<file path="src/rtl/extmem_pkg.sv">
package extmem_pkg;

    localparam int ADDR_W = 14;
    localparam int PM_W   = 24;
    localparam int DM_W   = 16;
    localparam int WAIT_W = 3;
    localparam int NZONE  = 5;
    localparam int ZIDX_W = $clog2(NZONE);
    localparam int ZBITS  = NZONE * WAIT_W;
    localparam int DM_LSB = PM_W - DM_W;

    typedef logic [ADDR_W-1:0] addr_t;
    typedef logic [WAIT_W-1:0] wait_t;

    typedef enum logic [1:0] {ST_IDLE, ST_PM, ST_DM} seq_state_e;
    typedef enum logic [1:0] {SP_NONE, SP_PM, SP_DM} space_e;

    typedef struct packed {
        logic              ext;
        logic [ZIDX_W-1:0] zone;
    } dm_dec_t;

    localparam addr_t ZONE_LAST [NZONE] = '{14'h03FF, 14'h07FF, 14'h2FFF, 14'h33FF, 14'h37FF};
    localparam addr_t CFG_ZONE_ADDR = 14'h3FFE;
    localparam addr_t CFG_PM_ADDR   = 14'h3FFF;

    // Lowest zone whose upper bound covers the address wins.
    function automatic dm_dec_t decode_dm(input addr_t a);
        dm_dec_t d;
        d.ext  = 1'b0;
        d.zone = '0;
        for (int i = NZONE - 1; i >= 0; i--) begin
            if (a <= ZONE_LAST[i]) begin
                d.ext  = 1'b1;
                d.zone = ZIDX_W'(i);
            end
        end
        return d;
    endfunction

endpackage

</file>
<file path="src/rtl/extmem_zone_dec.sv">
module extmem_zone_dec
    import extmem_pkg::*;
(
    input  addr_t             addr,
    output logic              ext,
    output logic [ZIDX_W-1:0] zone
);
    dm_dec_t dec;

    always_comb begin
        dec  = decode_dm(addr);
        ext  = dec.ext;
        zone = dec.zone;
    end
endmodule

</file>
<file path="src/rtl/extmem_waitcfg.sv">
module extmem_waitcfg
    import extmem_pkg::*;
(
    input  logic              clk,
    input  logic              rst,
    input  logic              wr_en,
    input  logic              wr_pm,
    input  logic [ZBITS-1:0]  wdata,
    input  logic [ZIDX_W-1:0] zone_sel,
    output wait_t             zone_wait,
    output wait_t             pm_wait,
    output logic [DM_W-1:0]   zone_word,
    output logic [DM_W-1:0]   pm_word
);
    logic [ZBITS-1:0] zpack;
    wait_t            pw_q;

    for (genvar i = 0; i < NZONE; i++) begin : g_zone
        wait_t zw_q;
        always_ff @(posedge clk) begin
            if (rst)
                zw_q <= '1;
            else if (wr_en && !wr_pm)
                zw_q <= wdata[i*WAIT_W +: WAIT_W];
        end
        assign zpack[i*WAIT_W +: WAIT_W] = zw_q;
    end

    always_ff @(posedge clk) begin
        if (rst)
            pw_q <= '1;
        else if (wr_en && wr_pm)
            pw_q <= wdata[WAIT_W-1:0];
    end

    always_comb begin
        zone_wait = '0;
        if (int'(zone_sel) < NZONE)
            zone_wait = zpack[zone_sel*WAIT_W +: WAIT_W];
        pm_wait   = pw_q;
        zone_word = DM_W'(zpack);
        pm_word   = DM_W'(pw_q);
    end
endmodule

</file>
<file path="src/rtl/extmem_ctrl.sv">
module extmem_ctrl
    import extmem_pkg::*;
(
    input  logic   clk,
    input  logic   rst,
    input  logic   pm_go,
    input  logic   dm_go,
    input  wait_t  pm_wait,
    input  wait_t  dm_wait,
    output space_e cur,
    output logic   last,
    output logic   stall
);
    seq_state_e st_q, st_d;
    wait_t      cnt_q, cnt_d;
    wait_t      rem;

    always_comb begin
        cur = SP_NONE;
        rem = '0;
        unique case (st_q)
            ST_IDLE: begin
                if (pm_go) begin
                    cur = SP_PM;
                    rem = pm_wait;
                end else if (dm_go) begin
                    cur = SP_DM;
                    rem = dm_wait;
                end
            end
            ST_PM: begin
                cur = SP_PM;
                rem = cnt_q;
            end
            ST_DM: begin
                cur = SP_DM;
                rem = cnt_q;
            end
            default: ;
        endcase
        last = (rem == '0);

        st_d  = ST_IDLE;
        cnt_d = '0;
        if (cur == SP_PM) begin
            if (!last) begin
                st_d  = ST_PM;
                cnt_d = rem - 1'b1;
            end else if (dm_go) begin
                st_d  = ST_DM;
                cnt_d = dm_wait;
            end
        end else if (cur == SP_DM && !last) begin
            st_d  = ST_DM;
            cnt_d = rem - 1'b1;
        end

        stall = (cur != SP_NONE) && !(last && (cur == SP_DM || !dm_go));
    end

    always_ff @(posedge clk) begin
        if (rst) begin
            st_q  <= ST_IDLE;
            cnt_q <= '0;
        end else begin
            st_q  <= st_d;
            cnt_q <= cnt_d;
        end
    end
endmodule

</file>
<file path="src/rtl/extmem_seq.sv">
module extmem_seq
    import extmem_pkg::*;
#(
    parameter logic [ADDR_W-1:0] PM_EXT_BASE = 14'h0800
) (
    input  logic              clk,
    input  logic              rst,
    input  logic              pm_req,
    input  logic              pm_we,
    input  logic [ADDR_W-1:0] pm_addr,
    input  logic [PM_W-1:0]   pm_wdata,
    output logic [PM_W-1:0]   pm_rdata,
    output logic              pm_rvalid,
    input  logic              dm_req,
    input  logic              dm_we,
    input  logic [ADDR_W-1:0] dm_addr,
    input  logic [DM_W-1:0]   dm_wdata,
    output logic [DM_W-1:0]   dm_rdata,
    output logic              dm_rvalid,
    output logic              stall,
    output logic [ADDR_W-1:0] ext_addr,
    output logic              ext_addr_oe,
    output logic [PM_W-1:0]   ext_wdata,
    output logic              ext_data_oe,
    input  logic [PM_W-1:0]   ext_rdata,
    output logic              pm_sel_n,
    output logic              dm_sel_n,
    output logic              mem_rd_n,
    output logic              mem_wr_n
);
    logic              dm_ext;
    logic [ZIDX_W-1:0] dm_zone;
    wait_t             zone_wait, pm_wait;
    logic [DM_W-1:0]   zone_word, pm_word;
    logic              pm_go, dm_go;
    space_e            cur;
    logic              last;
    logic              cfg_hit, cfg_pm, cfg_wr, cfg_rd, cur_we;

    extmem_zone_dec u_dec (
        .addr (dm_addr),
        .ext  (dm_ext),
        .zone (dm_zone)
    );

    assign pm_go   = pm_req && (pm_addr >= PM_EXT_BASE);
    assign dm_go   = dm_req && dm_ext;
    assign cfg_pm  = (dm_addr == CFG_PM_ADDR);
    assign cfg_hit = (dm_addr == CFG_ZONE_ADDR) || cfg_pm;
    // Register access completes with the instruction (its non-stalled cycle).
    assign cfg_wr  = dm_req && dm_we && cfg_hit && !stall;
    assign cfg_rd  = dm_req && !dm_we && cfg_hit && !stall;

    extmem_waitcfg u_cfg (
        .clk       (clk),
        .rst       (rst),
        .wr_en     (cfg_wr),
        .wr_pm     (cfg_pm),
        .wdata     (dm_wdata[ZBITS-1:0]),
        .zone_sel  (dm_zone),
        .zone_wait (zone_wait),
        .pm_wait   (pm_wait),
        .zone_word (zone_word),
        .pm_word   (pm_word)
    );

    extmem_ctrl u_ctrl (
        .clk     (clk),
        .rst     (rst),
        .pm_go   (pm_go),
        .dm_go   (dm_go),
        .pm_wait (pm_wait),
        .dm_wait (zone_wait),
        .cur     (cur),
        .last    (last),
        .stall   (stall)
    );

    always_comb begin
        ext_addr    = '0;
        ext_wdata   = '0;
        cur_we      = 1'b0;
        unique case (cur)
            SP_PM: begin
                ext_addr  = pm_addr;
                ext_wdata = pm_wdata;
                cur_we    = pm_we;
            end
            SP_DM: begin
                ext_addr  = dm_addr;
                ext_wdata = {dm_wdata, {DM_LSB{1'b0}}};
                cur_we    = dm_we;
            end
            default: ;
        endcase
        ext_addr_oe = (cur != SP_NONE);
        ext_data_oe = ext_addr_oe && cur_we;
        pm_sel_n    = (cur != SP_PM);
        dm_sel_n    = (cur != SP_DM);
        mem_rd_n    = !(ext_addr_oe && !cur_we);
        mem_wr_n    = !(ext_addr_oe && cur_we);
    end

    always_ff @(posedge clk) begin
        if (rst) begin
            pm_rdata  <= '0;
            pm_rvalid <= 1'b0;
            dm_rdata  <= '0;
            dm_rvalid <= 1'b0;
        end else begin
            pm_rvalid <= 1'b0;
            dm_rvalid <= 1'b0;
            if (cur == SP_PM && last && !pm_we) begin
                pm_rdata  <= ext_rdata;
                pm_rvalid <= 1'b1;
            end
            if (cur == SP_DM && last && !dm_we) begin
                dm_rdata  <= ext_rdata[PM_W-1:DM_LSB];
                dm_rvalid <= 1'b1;
            end
            if (cfg_rd) begin
                dm_rdata  <= cfg_pm ? pm_word : zone_word;
                dm_rvalid <= 1'b1;
            end
        end
    end
endmodule

</file>
<file path="config.mk">
export PLATFORM = sky130hd
export DESIGN_NAME = extmem_seq
export DESIGN_NICKNAME = d
export VERILOG_FILES = /design/src/rtl/extmem_pkg.sv /design/src/rtl/extmem_zone_dec.sv /design/src/rtl/extmem_waitcfg.sv /design/src/rtl/extmem_ctrl.sv /design/src/rtl/extmem_seq.sv
export SDC_FILE = /design/constraint.sdc
export NUM_CORES = 1
export LEC_CHECK = 0
export BUFFER_PORTS_ARGS = -buffer_cell sky130_fd_sc_hd__buf_2
export CAP_MARGIN = 20
export CORE_UTILIZATION = 49
export CTS_CLUSTER_SIZE = 10
export DETAILED_ROUTE_END_ITERATION = 10
export MAX_ROUTING_LAYER = met4
export PLACE_DENSITY = 0.91
export SLEW_MARGIN = 5
export SYNTH_ARGS = -nofsm -noshare
export SYNTH_HDL_FRONTEND = slang
export SYNTH_SLANG_ARGS = --single-unit
</file>
<file path="constraint.sdc">
create_clock -name clk -period 5.59 [get_ports clk]
set_input_delay 0.8385 -clock clk [delete_from_list [all_inputs] [get_ports clk]]
set_output_delay 0.8385 -clock clk [all_outputs]
set_load 0.02 [all_outputs]
</file>
==> After elaboration in Yosys (flattened, before gate mapping) <==
Cells that the tools add are included.
{ "word_totals": {"input_bits": 98, "elab_cells": 93, "out_inout_bits": 87, "register_bits": 65} }
{ "op_classes": {"shift": 1, "muxes": 27, "add_sub_neg": 1, "n_mul": 1, "n_eq_ne": 8, "order_cmp": 7, "n_reduce_logical": 36} }
{ "op_table": {"columns": ["cell", "count"], "rows": [
  ["24-bit one-hot mux with 2 select lines", 1],
  ["14-bit <= comparator (second input constant)", 3],
  ["16-bit two-way mux", 2],
  ["14-bit equality test (second input constant)", 2],
  ["14-bit one-hot mux with 2 select lines", 1],
  ["4-bit two-way mux", 5],
  ["1-bit logical AND", 19],
  ["3-bit two-way mux", 6],
  ["15-bit two-way mux", 1],
  ["15-bit by 6-bit indexed part select with 3-bit output", 1],
  ["14-bit by 12-bit greater-or-equal comparator with 1-bit output (second input constant)", 1],
  ["14-bit by 10-bit <= comparator with 1-bit output (second input constant)", 1],
  ["14-bit by 11-bit <= comparator with 1-bit output (second input constant)", 1],
  ["1-bit zero test", 10],
  ["2-bit two-way mux", 5],
  ["2-bit one-hot mux with 3 select lines", 1],
  ["3-bit one-hot mux with 2 select lines", 1],
  ["3-bit by 2-bit multiplier with 5-bit output (second input constant)", 1],
  ["2-bit by 1-bit equality test with 1-bit output (second input constant)", 2],
  ["2-bit equality test (second input constant)", 2],
  ["2-bit nonzero test", 2],
  ["3-bit zero test", 1],
  ["3-bit < comparator (second input constant)", 1],
  ["1-bit two-way mux", 3],
  ["other kinds (7)", 8]
]} }

==> Longest topological paths before layout <==
Gate-level depths: netlist of the first run.
{ "depth": {"depth_word": 19, "mapped_depth": 16, "mapped_depth_nobuf": 13} }

==> By module <==
Synthesis of the first run repeated with hierarchy kept, for this count alone.
{ "hier_totals": {"cells_unflattened": 435, "area_unflattened_um2": 3933.8} }
{ "by_module_without_submodules": {"columns": ["module", "n_inst", "cells_each", "area_each_um2", "seq_area_each_um2"], "rows": [
  ["extmem_seq", 1, 273, 2477.4, 840.8],
  ["extmem_waitcfg", 1, 96, 954.7, 360.3],
  ["extmem_ctrl", 1, 59, 450.4, 100.1],
  ["extmem_zone_dec", 1, 7, 51.3, 0.0]
]} }

==> Least setup slack after synthesis of the first run <==
OpenSTA, ideal clock, no wires.
{ "synth_timing": {"kind": "input -> output", "startpoint": "input pm_addr[12]", "endpoint": "output ext_data_oe", "path_stages": 10, "required_ns": 4.752, "slack_ns": 1.899, "arrival_ns": 2.853, "path_buffers": 1, "cell_sequence": "o31a_1 nor2_1 nand2_1 mux2_2 ha_1 and2_1 clkbuf_1 a22oi_1 or2_2 inv_1"} }
{ "synth_between": {"elab_chain_len": 7, "elab_cells_between_ends": 9, "cone_classes": "order compare (1); eq/ne (2); mux (3); reduce/logical (3)"} }
{ "synth_rtl": {"columns": ["element", "line", "rtl"], "rows": [
  ["from (decl)", "extmem_seq.sv:10", "input logic [ADDR_W-1:0] pm_addr,"],
  ["14-bit by 12-bit greater-or-equal comparator with 1-bit output (*)", "extmem_seq.sv:46", "assign pm_go = pm_req && (pm_addr >= PM_EXT_BASE);"],
  ["1-bit logical AND (*)", "extmem_seq.sv:46", null],
  ["2-bit two-way mux (*)", "extmem_ctrl.sv:23", "if (pm_go) begin"],
  ["2-bit one-hot mux with 3 select lines (*)", "extmem_ctrl.sv:21", "unique case (st_q)"],
  ["2-bit equality test / 2-bit by 1-bit equality test with 1-bit output (equally long branches)", "extmem_seq.sv:83", "unique case (cur)"],
  ["1-bit one-hot mux with 2 select lines", "extmem_seq.sv:83", null],
  ["1-bit logical AND (*)", "extmem_seq.sv:97", "ext_data_oe = ext_addr_oe && cur_we;"],
  ["to (decl)", "extmem_seq.sv:24", "output logic ext_data_oe,"]
]} }
Every way passes the cells marked *; elsewhere a longest branch is shown, timed or not.

==> Worst setup path after layout of the first run <==
Same ends and word-level chain as after synthesis.

==> results of run 1 <==
==> registers in the layout (all words and copies together), names as in the netlist <==
name and count:
u_cfg.g_zone.zw_q 15, u_ctrl.st_q 2, dm_rdata 16, u_cfg.pm_wait 3
pm_rdata 24, pm_rvalid 1, u_ctrl.cnt_q 3, dm_rvalid 1
==> cell usage after synthesis (all sizes together), types with 3 or more instances <==
master,n
nor2b,6
clkbuf,20
inv,8
nand2,68
dfxtp,65
and3,10
a211oi,7
nand4,3
ha,7
o21ai,6
nor2,16
a21oi,47
a22o,30
nand3,7
nand2b,16
a31oi,4
nand3b,14
mux2,13
nor3,8
buf,13
a32o,3
o31ai,3
mux2i,20
==> worst reg2reg max path, stage by stage, from the launching register on <==
cell and delay [ns]:
dfxtp_1 0.33, or3_1 0.36, o21ai_0 0.09, a31oi_1 0.21, and3_1 0.24, nor2_1 0.09, ha_1 0.16, ha_1 0.36
nand3b_1 0.74, mux2_2 0.58, nand2_1 0.07, a21oi_1 0.07
==> cells in the final DEF (no fill, tap or decap), types with 3 or more instances in the layout <==
cell	synthesis	routed
a211oi_1	7	7
a21oi_1	47	47
a22o_1	30	30
a31oi_1	4	4
a32o_1	3	3
and3_1	10	10
buf_2	6	184
buf_4	3	4
clkbuf_8	0	10
dfxtp_1	65	65
ha_1	7	7
inv_1	8	8
mux2_2	13	13
mux2i_1	20	20
nand2_1	68	68
nand2b_1	16	16
nand3_1	5	5
nand3b_1	13	13
nand4_1	3	3
nor2_1	16	16
nor2b_1	6	6
nor3_1	7	7
o21ai_0	6	6
o31ai_1	3	3
==> logic make-up (layout without fill, tap and decap cells) <==
logic type | Yosys count | after routing | share of synthesized area
DFF | 65 | 65 | 0.3705
and+or+nand+nor | 165 | 165 | 0.2487
adders and majority gates | 7 | 7 | 0.02494
buffers and inverters | 41 | 213 | 0.05130
AOI/OAI and AO/OA | 108 | 108 | 0.2059
muxes | 33 | 33 | 0.09868
==> final timing paths <==
kind | depth (start not counted) | end | slack [ns]
worst min-delay path | 2 | pm_rdata[18] | 0.45
worst min register to register | 2 | pm_rdata[18] | 0.45
worst max-delay path | 12 | ext_data_oe | 1.39
worst max register to register | 11 | dm_rdata[10] | 2.18
==> layout make-up <==
| class | count | area [sq um] | share of cell area |
|---|---|---|---|
| tap | 96 | 120.1 | 0.02566 |
| sequential | 65 | 1301 | 0.2780 |
| multi-input combinational | 313 | 2031 | 0.4338 |
| timing repair buffer | 189 | 970.9 | 0.2074 |
| clock inverter | 6 | 90.09 | 0.01925 |
| clock buffer | 10 | 137.6 | 0.02940 |
| inverter | 8 | 30.03 | 0.006415 |
==> power groups by stage <==
stage / registers, uW / logic [uW] / clock network [uW]
4_1_cts: 485 / 466 / 457
6_report: 485 / 468 / 457
3_5_place_dp: 495 / 463 / 0
5_1_grt: 486 / 505 / 476
2_1_floorplan: 502 / 303 / 0
3_3_place_gp: 494 / 451 / 0
==> through the flow <==
step                utilization  area (sq um)  instances  power, uW  worst slack, ns
floorplan                     -          3512        419      805.3            1.899
global placement         0.6454          4433        670      945.0            1.450
detailed placement       0.6454          4433        670      958.1            1.394
CTS                      0.6785          4661        686       1407            1.417
global route             0.6814          4681        687       1466            1.220
finish                   0.6814          4681        687       1409            1.391
==> layer usage <==
metal	vias to the layer above	share of wire	GRT usage
li1	1831	-	-
met1	1817	0.40	0.3596
met2	185	0.51	0.4906
met3	21	0.070	0.05238
met4	0	0.018	0.1061
met5	-	0	-
==> impl_metrics.json, run 1 <==
{
  "worstPathMaxFanout": 31,
  "fmax_ghz": 0.2381,
  "crit_chain": "buf_2 -> o31a_1 -> nor2_1 -> nand2_1 -> mux2_2 -> ha_1 -> and2_1 -> buf_4 -> a22oi_1 -> or2_2 -> inv_1 -> buf_2",
  "clk_pin_slew_ns": 0.08,
  "cts_tree": "yes",
  "grt_max_degree": 70,
  "gr-total-overflow": 0,
  "hold_violations": 0,
  "vias_per_cell": 5.610,
  "place_congestion": 0.8690,
  "vias": 3854,
  "cts_htree_levels": 3,
  "critPathArrivalTime_ns": 3.36,
  "period_needed_ns": 4.199,
  "port-buffer-count": 184,
  "skew_ns": 0.008474,
  "firstDrtPassIters": 6,
  "leakagePower_uw": 0.002349,
  "clkLatencyLatePin_ns": 0.34,
  "power.density_nw_per_um2": 301.0,
  "cts_sinks": 65,
  "nFillCells": 568,
  "combPwrFrac": 0.332,
  "cts_root_buf": "clkbuf_8",
  "hpwl_um": 7878,
  "diodes": 0,
  "ys_seq_area_frac": 0.3705,
  "area_delta_synth_final_pct": 33.27,
  "worst_pin_slew_ns": 0.9700,
  "synth_cells": 419,
  "cp-start-kind": "input pin",
  "antenna_found_initial": 0,
  "postCtsSetupRepairBufs": 0,
  "hold_buffers": 0,
  "rr_startpoint": "u_cfg.g_zone[1].zw_q[0]",
  "p_sw_uw": 488.0,
  "rows": 30,
  "synth-edff-count": 0,
  "peakVddDrop_mv": 0.1719,
  "p_clk_frac": 0.324,
  "p_int_uw": 921.1,
  "maxSlewHeadroom": 0.3514,
  "worstHoldStart": "pm_rdata[18]",
  "initial_utilization": 0.5113,
  "grt_usage": 0.2952,
  "crit_slowest_cell": "ha_1",
  "yosysWarnings": 0,
  "setup_tns_ns": 0,
  "drt_wl_total_um": 10770,
  "whs_ns": 0.4523,
  "fp.coreArea_sq_um": 6869,
  "p_seq_frac": 0.344,
  "path_class": "in2out",
  "synth_area_leaders": "dfxtp_1 (37%), a22o_1 (7.5%), nand2_1 (7.3%), a21oi_1 (6.7%), mux2i_1 (5.7%)",
  "final_layout_size_suffix_gt1_frac": 0.3790,
  "hold_class": "reg2reg",
  "cts-buffers-inserted": 9,
  "startpoint": "pm_addr[12]",
  "nets": 691,
  "synth_fp_nets": 524,
  "grt_pass1_vias": 3505,
  "ys_seq_elements": 65,
  "final_max_slew_viol_count": 0,
  "p_sw_frac": 0.3463,
  "synth-async-reset-ratio": 0,
  "yosysUniqueCellTypes": 47,
  "path_delay_family": "simple AND/OR/NAND/NOR gates",
  "wire_per_inst_um": 15.67,
  "crit_top_cell": "buf_2",
  "status": "finished, final reports clean",
  "pin_count": 185,
  "cts_resized": 0,
  "cp_num_buf_inv": 4,
  "synth.top_cell.area_share": 0.3705,
  "clockBufferDepth": 2,
  "route.detailed.drc": 0,
  "syn-cell-area_sq_um": 3512,
  "fp.dieW_um": 86.66,
  "dieArea_sq_um": 7510,
  "crit_required_ns": 4.75,
  "synth_area_per_cell_sq_um": 8.382,
  "setup_viol": 0,
  "grt_pass1_wl_um": 16750,
  "rsz0062_at_grt": "false",
  "dieHeight_um": 86.66,
  "yosys_most_used_dff": "dfxtp_1",
  "critPathMaxStageDelay_ns": 0.41,
  "max-cap-violations": 0,
  "endpoint_kind": "output pin",
  "yosysTopAreaCell": "dfxtp_1",
  "postRouteAntennaNets": 0,
  "finalCritPeriodShare": 0.7512,
  "drt_iter0_drc": 275
}
Power figures use the tool's default switching activity.
==> inputs of run 2 (changes only) <==
CORE_UTILIZATION = 41   (was 49)
PLACE_DENSITY = 0.82   (was 0.91)
clock period = 3.5 ns   (was 5.59 ns; I/O delays follow)
==> run 2 against run 1 <==
Against the previous run: cell count is 1.9% higher; sequential cell count is the same; power up 60%; via count is 4.1% lower; final area is 0.75% higher; critical path depth down 2; sequential share of layout area fell by 0.21 points; critical path type unchanged; critical endpoint is now ext_addr[1].
==> impl_metrics.json, run 2 (synthesis results as in run 1) <==
{
  "layout.area.seq_sq_um": 1301,
  "top_regs": "pm_rdata (24), dm_rdata (16), u_cfg.g_zone.zw_q (15)",
  "hold_buffers": 0,
  "hold_class": "in2reg",
  "cts_htree_levels": 3,
  "hold_violations": 0,
  "layout_commonest_cell": "buf_2",
  "worst_pin_slew_ns": 0.5752,
  "reg2reg_depth": 13,
  "max-cap-violations": 0,
  "fmax_ghz": 0.2995,
  "vias": 3696,
  "clockBufferDepth": 2,
  "mostFrequentLayoutCells": "buf_2 (184), nand2_1 (68), dfxtp_1 (65), a21oi_1 (47), a22o_1 (30)",
  "dieArea_sq_um": 8941,
  "hpwl_um": 8342,
  "placed_cells": 684,
  "cp-start-kind": "input pin",
  "diodes": 0,
  "rows": 33,
  "path_class": "in2out",
  "final_layout_size_suffix_gt1_frac": 0.3832,
  "final_cells": 700,
  "multi_input_area_sq_um": 2033,
  "port-buffer-count": 184,
  "leakagePower_uw": 0.002364,
  "grt_max_degree": 39,
  "top_register": "pm_rdata",
  "endpoint_kind": "output pin",
  "grt_pass1_wl_um": 16240,
  "period_needed_ns": 3.339,
  "startpoint": "pm_addr[12]",
  "area_delta_synth_final_pct": 34.27,
  "rsz0062_at_grt": "false",
  "maxSlewHeadroom": 0.6165,
  "fp.coreArea_sq_um": 8258,
  "setup_viol": 0,
  "postRouteAntennaNets": 0,
  "nets": 695,
  "final_max_slew_viol_count": 0,
  "cts_root_buf": "clkbuf_8",
  "gr-total-overflow": 0,
  "antenna_found_initial": 0,
  "finalCritPeriodShare": 0.9540,
  "grt_usage": 0.2441,
  "critPathArrivalTime_ns": 2.81,
  "route.detailed.drc": 0,
  "clk_pin_slew_ns": 0.08,
  "final_util": 0.5711,
  "dieHeight_um": 94.56,
  "worstPathMaxFanout": 30,
  "peakVddDrop_mv": 0.2249,
  "postCtsSetupRepairBufs": 0,
  "crit_path_end": "ext_addr[1]",
  "drt_iter0_drc": 139,
  "clkLatencyLatePin_ns": 0.33,
  "power.density_nw_per_um2": 478.5,
  "wire_per_inst_um": 15.33,
  "largest_reg_flops": 24,
  "grt_pass1_vias": 3392,
  "pin_count": 185,
  "initial_utilization": 0.4253,
  "cts_sinks": 65,
  "worstHoldStart": "dm_wdata[14]",
  "status": "finished, final reports clean",
  "nFillCells": 808,
  "skew_ns": 0.01163,
  "cts-buffers-inserted": 9,
  "fp.dieW_um": 94.56,
  "cts_tree": "yes",
  "drt_wl_total_um": 10730,
  "crit_required_ns": 2.97,
  "timing.rr.end": "u_cfg.g_zone[2].zw_q[0]",
  "vias_per_cell": 5.280,
  "firstDrtPassIters": 4,
  "rr_startpoint": "u_ctrl.st_q[0]",
  "r2r_setup_slack_ns": 0.59,
  "place_congestion": 0.9147,
  "setup_tns_ns": 0
}
-- run 2: cell count changes in the layout (fill, tap and decap cells not counted) --
cell,change
buf_4,+4
buf_12,-1
buf_6,+1
clkbuf_1,+1
clkinv_2,-1
clkinvlp_4,-1
inv_6,+1
nor2_1,-1
nor2_2,+1
-- run 2: final cells by class --
cell class | count | area share
flip-flops and latches | 65 | 0.2759
inverters | 8 | 0.006368
multi-input cells | 313 | 0.4311
repair buffers | 193 | 0.2104
clock inverters | 5 | 0.01831
well taps | 105 | 0.02786
clock buffers | 11 | 0.02998
-- run 2: repair_timing --
| item | in CTS | in global routing |
|---|---|---|
| endpoints found under the setup margin | 0 | 2 |
| resized for setup | 0 | 1 |
| hold endpoints to repair | 0 | 0 |
-- run 2: layer usage --
metal | track usage | vias to the layer above | part of all wire
li1 | - | 1836 | -
met1 | 0.3039 | 1686 | 0.44
met2 | 0.4088 | 163 | 0.49
met3 | 0.03462 | 11 | 0.059
met4 | 0.07449 | 0 | 0.014
met5 | - | - | 0
-- run 2: per-stage QoR --
| step | cell area [sq um] | setup WS, ns | hold slack (ns) | power [uW] |
|---|---|---|---|---|
| finish | 4716 | 0.1608 | 0.4193 | 2257 |
| global route | 4716 | 0.004377 | 0.4157 | 2365 |
| CTS | 4712 | 0.1438 | 0.4054 | 2271 |
| detailed placement | 4484 | 0.1135 | 0.4463 | 1533 |
| global placement | 4484 | 0.1971 | 0.4386 | 1530 |
| floorplan | 3512 | 0.4039 | 0.4637 | 1286 |
-- run 2: how the worst min path moves through the flow --
| stage | endpoint | slack [ns] | cells after the start |
|---|---|---|---|
| 6_report | u_cfg.g_zone[4].zw_q[2] | 0.42 | 3 |
| 4_1_cts | u_cfg.g_zone[2].zw_q[1] | 0.41 | 3 |
| 3_5_place_dp | pm_rdata[9] | 0.45 | 2 |
| 3_3_place_gp | pm_rdata[12] | 0.44 | 2 |
| 2_1_floorplan | u_cfg.g_zone[1].zw_q[2] | 0.46 | 2 |
| 5_1_grt | u_cfg.g_zone[4].zw_q[1] | 0.42 | 3 |
-- run 2: worst max-delay path, cell delays in order --
cell     delay [ns]
buf_2          0.11
o31a_1         0.39
nor2_1         0.13
nand2_1        0.08
mux2_2         0.29
ha_1           0.39
and2_1         0.18
buf_4          0.30
a22o_1         0.23
buf_2          0.18
-- run 2: where the power goes --
group	internal, uW	leakage (uW)	switching [uW]	total (uW)
clock network	427	0.000115	306	734
registers	762	0.000525	13.1	775
logic	286	0.00172	462	748
==> inputs of run 3 (changes only) <==
CORE_UTILIZATION = 42   (was 41)
CTS_BUF_LIST = sky130_fd_sc_hd__clkbuf_4 sky130_fd_sc_hd__clkbuf_8   (was not set)
PLACE_DENSITY = 0.83   (was 0.82)
==> run 3 against run 2 <==
Against the previous run: fmax increased by 0.27%; critical endpoint is now ext_addr[7]; clock power decreased by 12%; combinational power rose by 1%; via count up 2.4%; clock skew grew 0.0051 ns; first-iteration DRC count rose by 97%; die area down 2.3%; critical path type unchanged; highest routed layer unchanged; setup slack improved by 0.0091 ns.
==> impl_metrics.json, run 3 (synthesis results as in run 1) <==
{
  "status": "finished, final reports clean",
  "nFillCells": 694,
  "skew_ns": 0.01671,
  "port-buffer-count": 184,
  "r2r_setup_slack_ns": 0.57,
  "worstHoldStart": "ext_rdata[5]",
  "gr-total-overflow": 0,
  "postRouteAntennaNets": 0,
  "vias": 3785,
  "fmax_ghz": 0.3003,
  "drt_wl_total_um": 10950,
  "min_path_cells": 3,
  "hold_class": "in2reg",
  "p_seq_frac": 0.355,
  "setup_tns_ns": 0,
  "placed_cells": 681,
  "setup_viol": 0,
  "firstDrtPassIters": 5,
  "layout_commonest_cell": "buf_2",
  "reg2reg_depth": 13,
  "dieHeight_um": 93.45,
  "diodes": 0,
  "fp.dieW_um": 93.45,
  "grt_usage": 0.2547,
  "drt_iter0_drc": 274,
  "dieArea_sq_um": 8732,
  "wire_per_inst_um": 15.71,
  "area_delta_synth_final_pct": 33.17,
  "antenna_found_initial": 0,
  "pin_count": 185,
  "min_to": "pm_rdata[5]",
  "grt_pass1_wl_um": 16770,
  "worst_pin_slew_ns": 0.5410,
  "vias_per_cell": 5.430,
  "p_sw_uw": 788.2,
  "rows": 32,
  "initial_utilization": 0.4453,
  "cts_resized": 0,
  "peakVddDrop_mv": 0.2085,
  "endpoint_kind": "output pin",
  "worstPathMaxFanout": 30,
  "clockBufferDepth": 2,
  "clk_pin_slew_ns": 0.08,
  "p_clk_frac": 0.296,
  "nets": 695,
  "combPwrFrac": 0.349,
  "top_register": "pm_rdata",
  "maxSlewHeadroom": 0.6393,
  "cts_sinks": 65,
  "final_max_slew_viol_count": 0,
  "crit_required_ns": 2.97,
  "cts_root_buf": "clkbuf_8",
  "timing.rr.end": "dm_rdata[3]",
  "hold_violations": 0,
  "hold_buffers": 0,
  "place_congestion": 1.055,
  "finalCritPeriodShare": 0.9514,
  "mostFrequentLayoutCells": "buf_2 (184), nand2_1 (68), dfxtp_1 (65), a21oi_1 (47), a22o_1 (30)",
  "rsz0062_at_grt": "false",
  "cp-start-kind": "input pin",
  "leakagePower_uw": 0.002355,
  "rr_startpoint": "u_ctrl.st_q[0]",
  "path_class": "in2out",
  "cts_htree_levels": 3,
  "period_needed_ns": 3.330,
  "top_regs": "pm_rdata (24), dm_rdata (16), u_cfg.g_zone.zw_q (15)",
  "power.density_nw_per_um2": 465.2,
  "critPathArrivalTime_ns": 2.81,
  "p_int_uw": 1387,
  "fp.coreArea_sq_um": 7888,
  "clkLatencyLatePin_ns": 0.35,
  "final_layout_size_suffix_gt1_frac": 0.3832,
  "hpwl_um": 8405,
  "cts-buffers-inserted": 9,
  "final_cells": 697,
  "postCtsSetupRepairBufs": 0,
  "grt_max_degree": 55,
  "route.detailed.drc": 0,
  "largest_reg_flops": 24,
  "p_sw_frac": 0.3623,
  "cts_tree": "yes",
  "max-cap-violations": 0,
  "grt_pass1_vias": 3474
}
[run 3: power groups by stage]
stage | Clock [uW] | Combinational [uW] | Sequential [uW]
after floorplan | 0 | 484 | 803
after global placement | 0 | 730 | 788
after detailed placement | 0 | 749 | 790
after CTS | 651 | 753 | 773
after global routing | 687 | 813 | 776
final | 644 | 759 | 773
[run 3: through the flow]
step                power, uW  setup slack, ns  hold slack (ns)  cell area (sq um)  utilization
floorplan                1286           0.4039           0.4637               3512            -
global placement         1519           0.2831           0.4393               4478       0.5677
detailed placement       1540           0.2013           0.4463               4478       0.5677
CTS                      2177           0.1927           0.3937               4677       0.5930
global route             2275         0.009363           0.3992               4677       0.5930
finish                   2176           0.1699           0.4027               4677       0.5930
[run 3: area by class of cell]
| type | count | area (sq um) | share of cell area |
|---|---|---|---|
| multi-input combinational | 313 | 2031 | 0.4342 |
| sequential | 65 | 1301 | 0.2782 |
| timing repair buffer | 193 | 988.4 | 0.2113 |
| tap | 102 | 127.6 | 0.02729 |
| clock buffer | 9 | 123.9 | 0.02648 |
| clock inverter | 7 | 75.07 | 0.01605 |
| inverter | 8 | 30.03 | 0.006421 |
[run 3: worst max-delay path by stage]
stage	cells after the start	end	start
3_5_place_dp	13	dm_rdata[11]	dm_addr[10]
5_1_grt	10	ext_wdata[21]	pm_addr[12]
3_3_place_gp	10	ext_addr[0]	pm_addr[12]
4_1_cts	10	ext_addr[7]	pm_addr[12]
2_1_floorplan	14	dm_rdata[10]	dm_addr[10]
6_report	10	ext_addr[7]	pm_addr[12]
[run 3: layer usage]
metal | GRT usage | share of wire | vias to the layer above
li1 | - | - | 1848
met1 | 0.3012 | 0.42 | 1731
met2 | 0.4308 | 0.50 | 172
met3 | 0.04878 | 0.060 | 34
met4 | 0.09231 | 0.023 | 0
met5 | - | 0 | -
[run 3: worst max-delay path, cell delays in order]
cell and delay [ns]:
buf_2 0.10, o31a_1 0.41, nor2_1 0.14, nand2_1 0.07
mux2_2 0.29, ha_1 0.41, and2_1 0.19, buf_4 0.30
a22o_1 0.20, buf_2 0.16
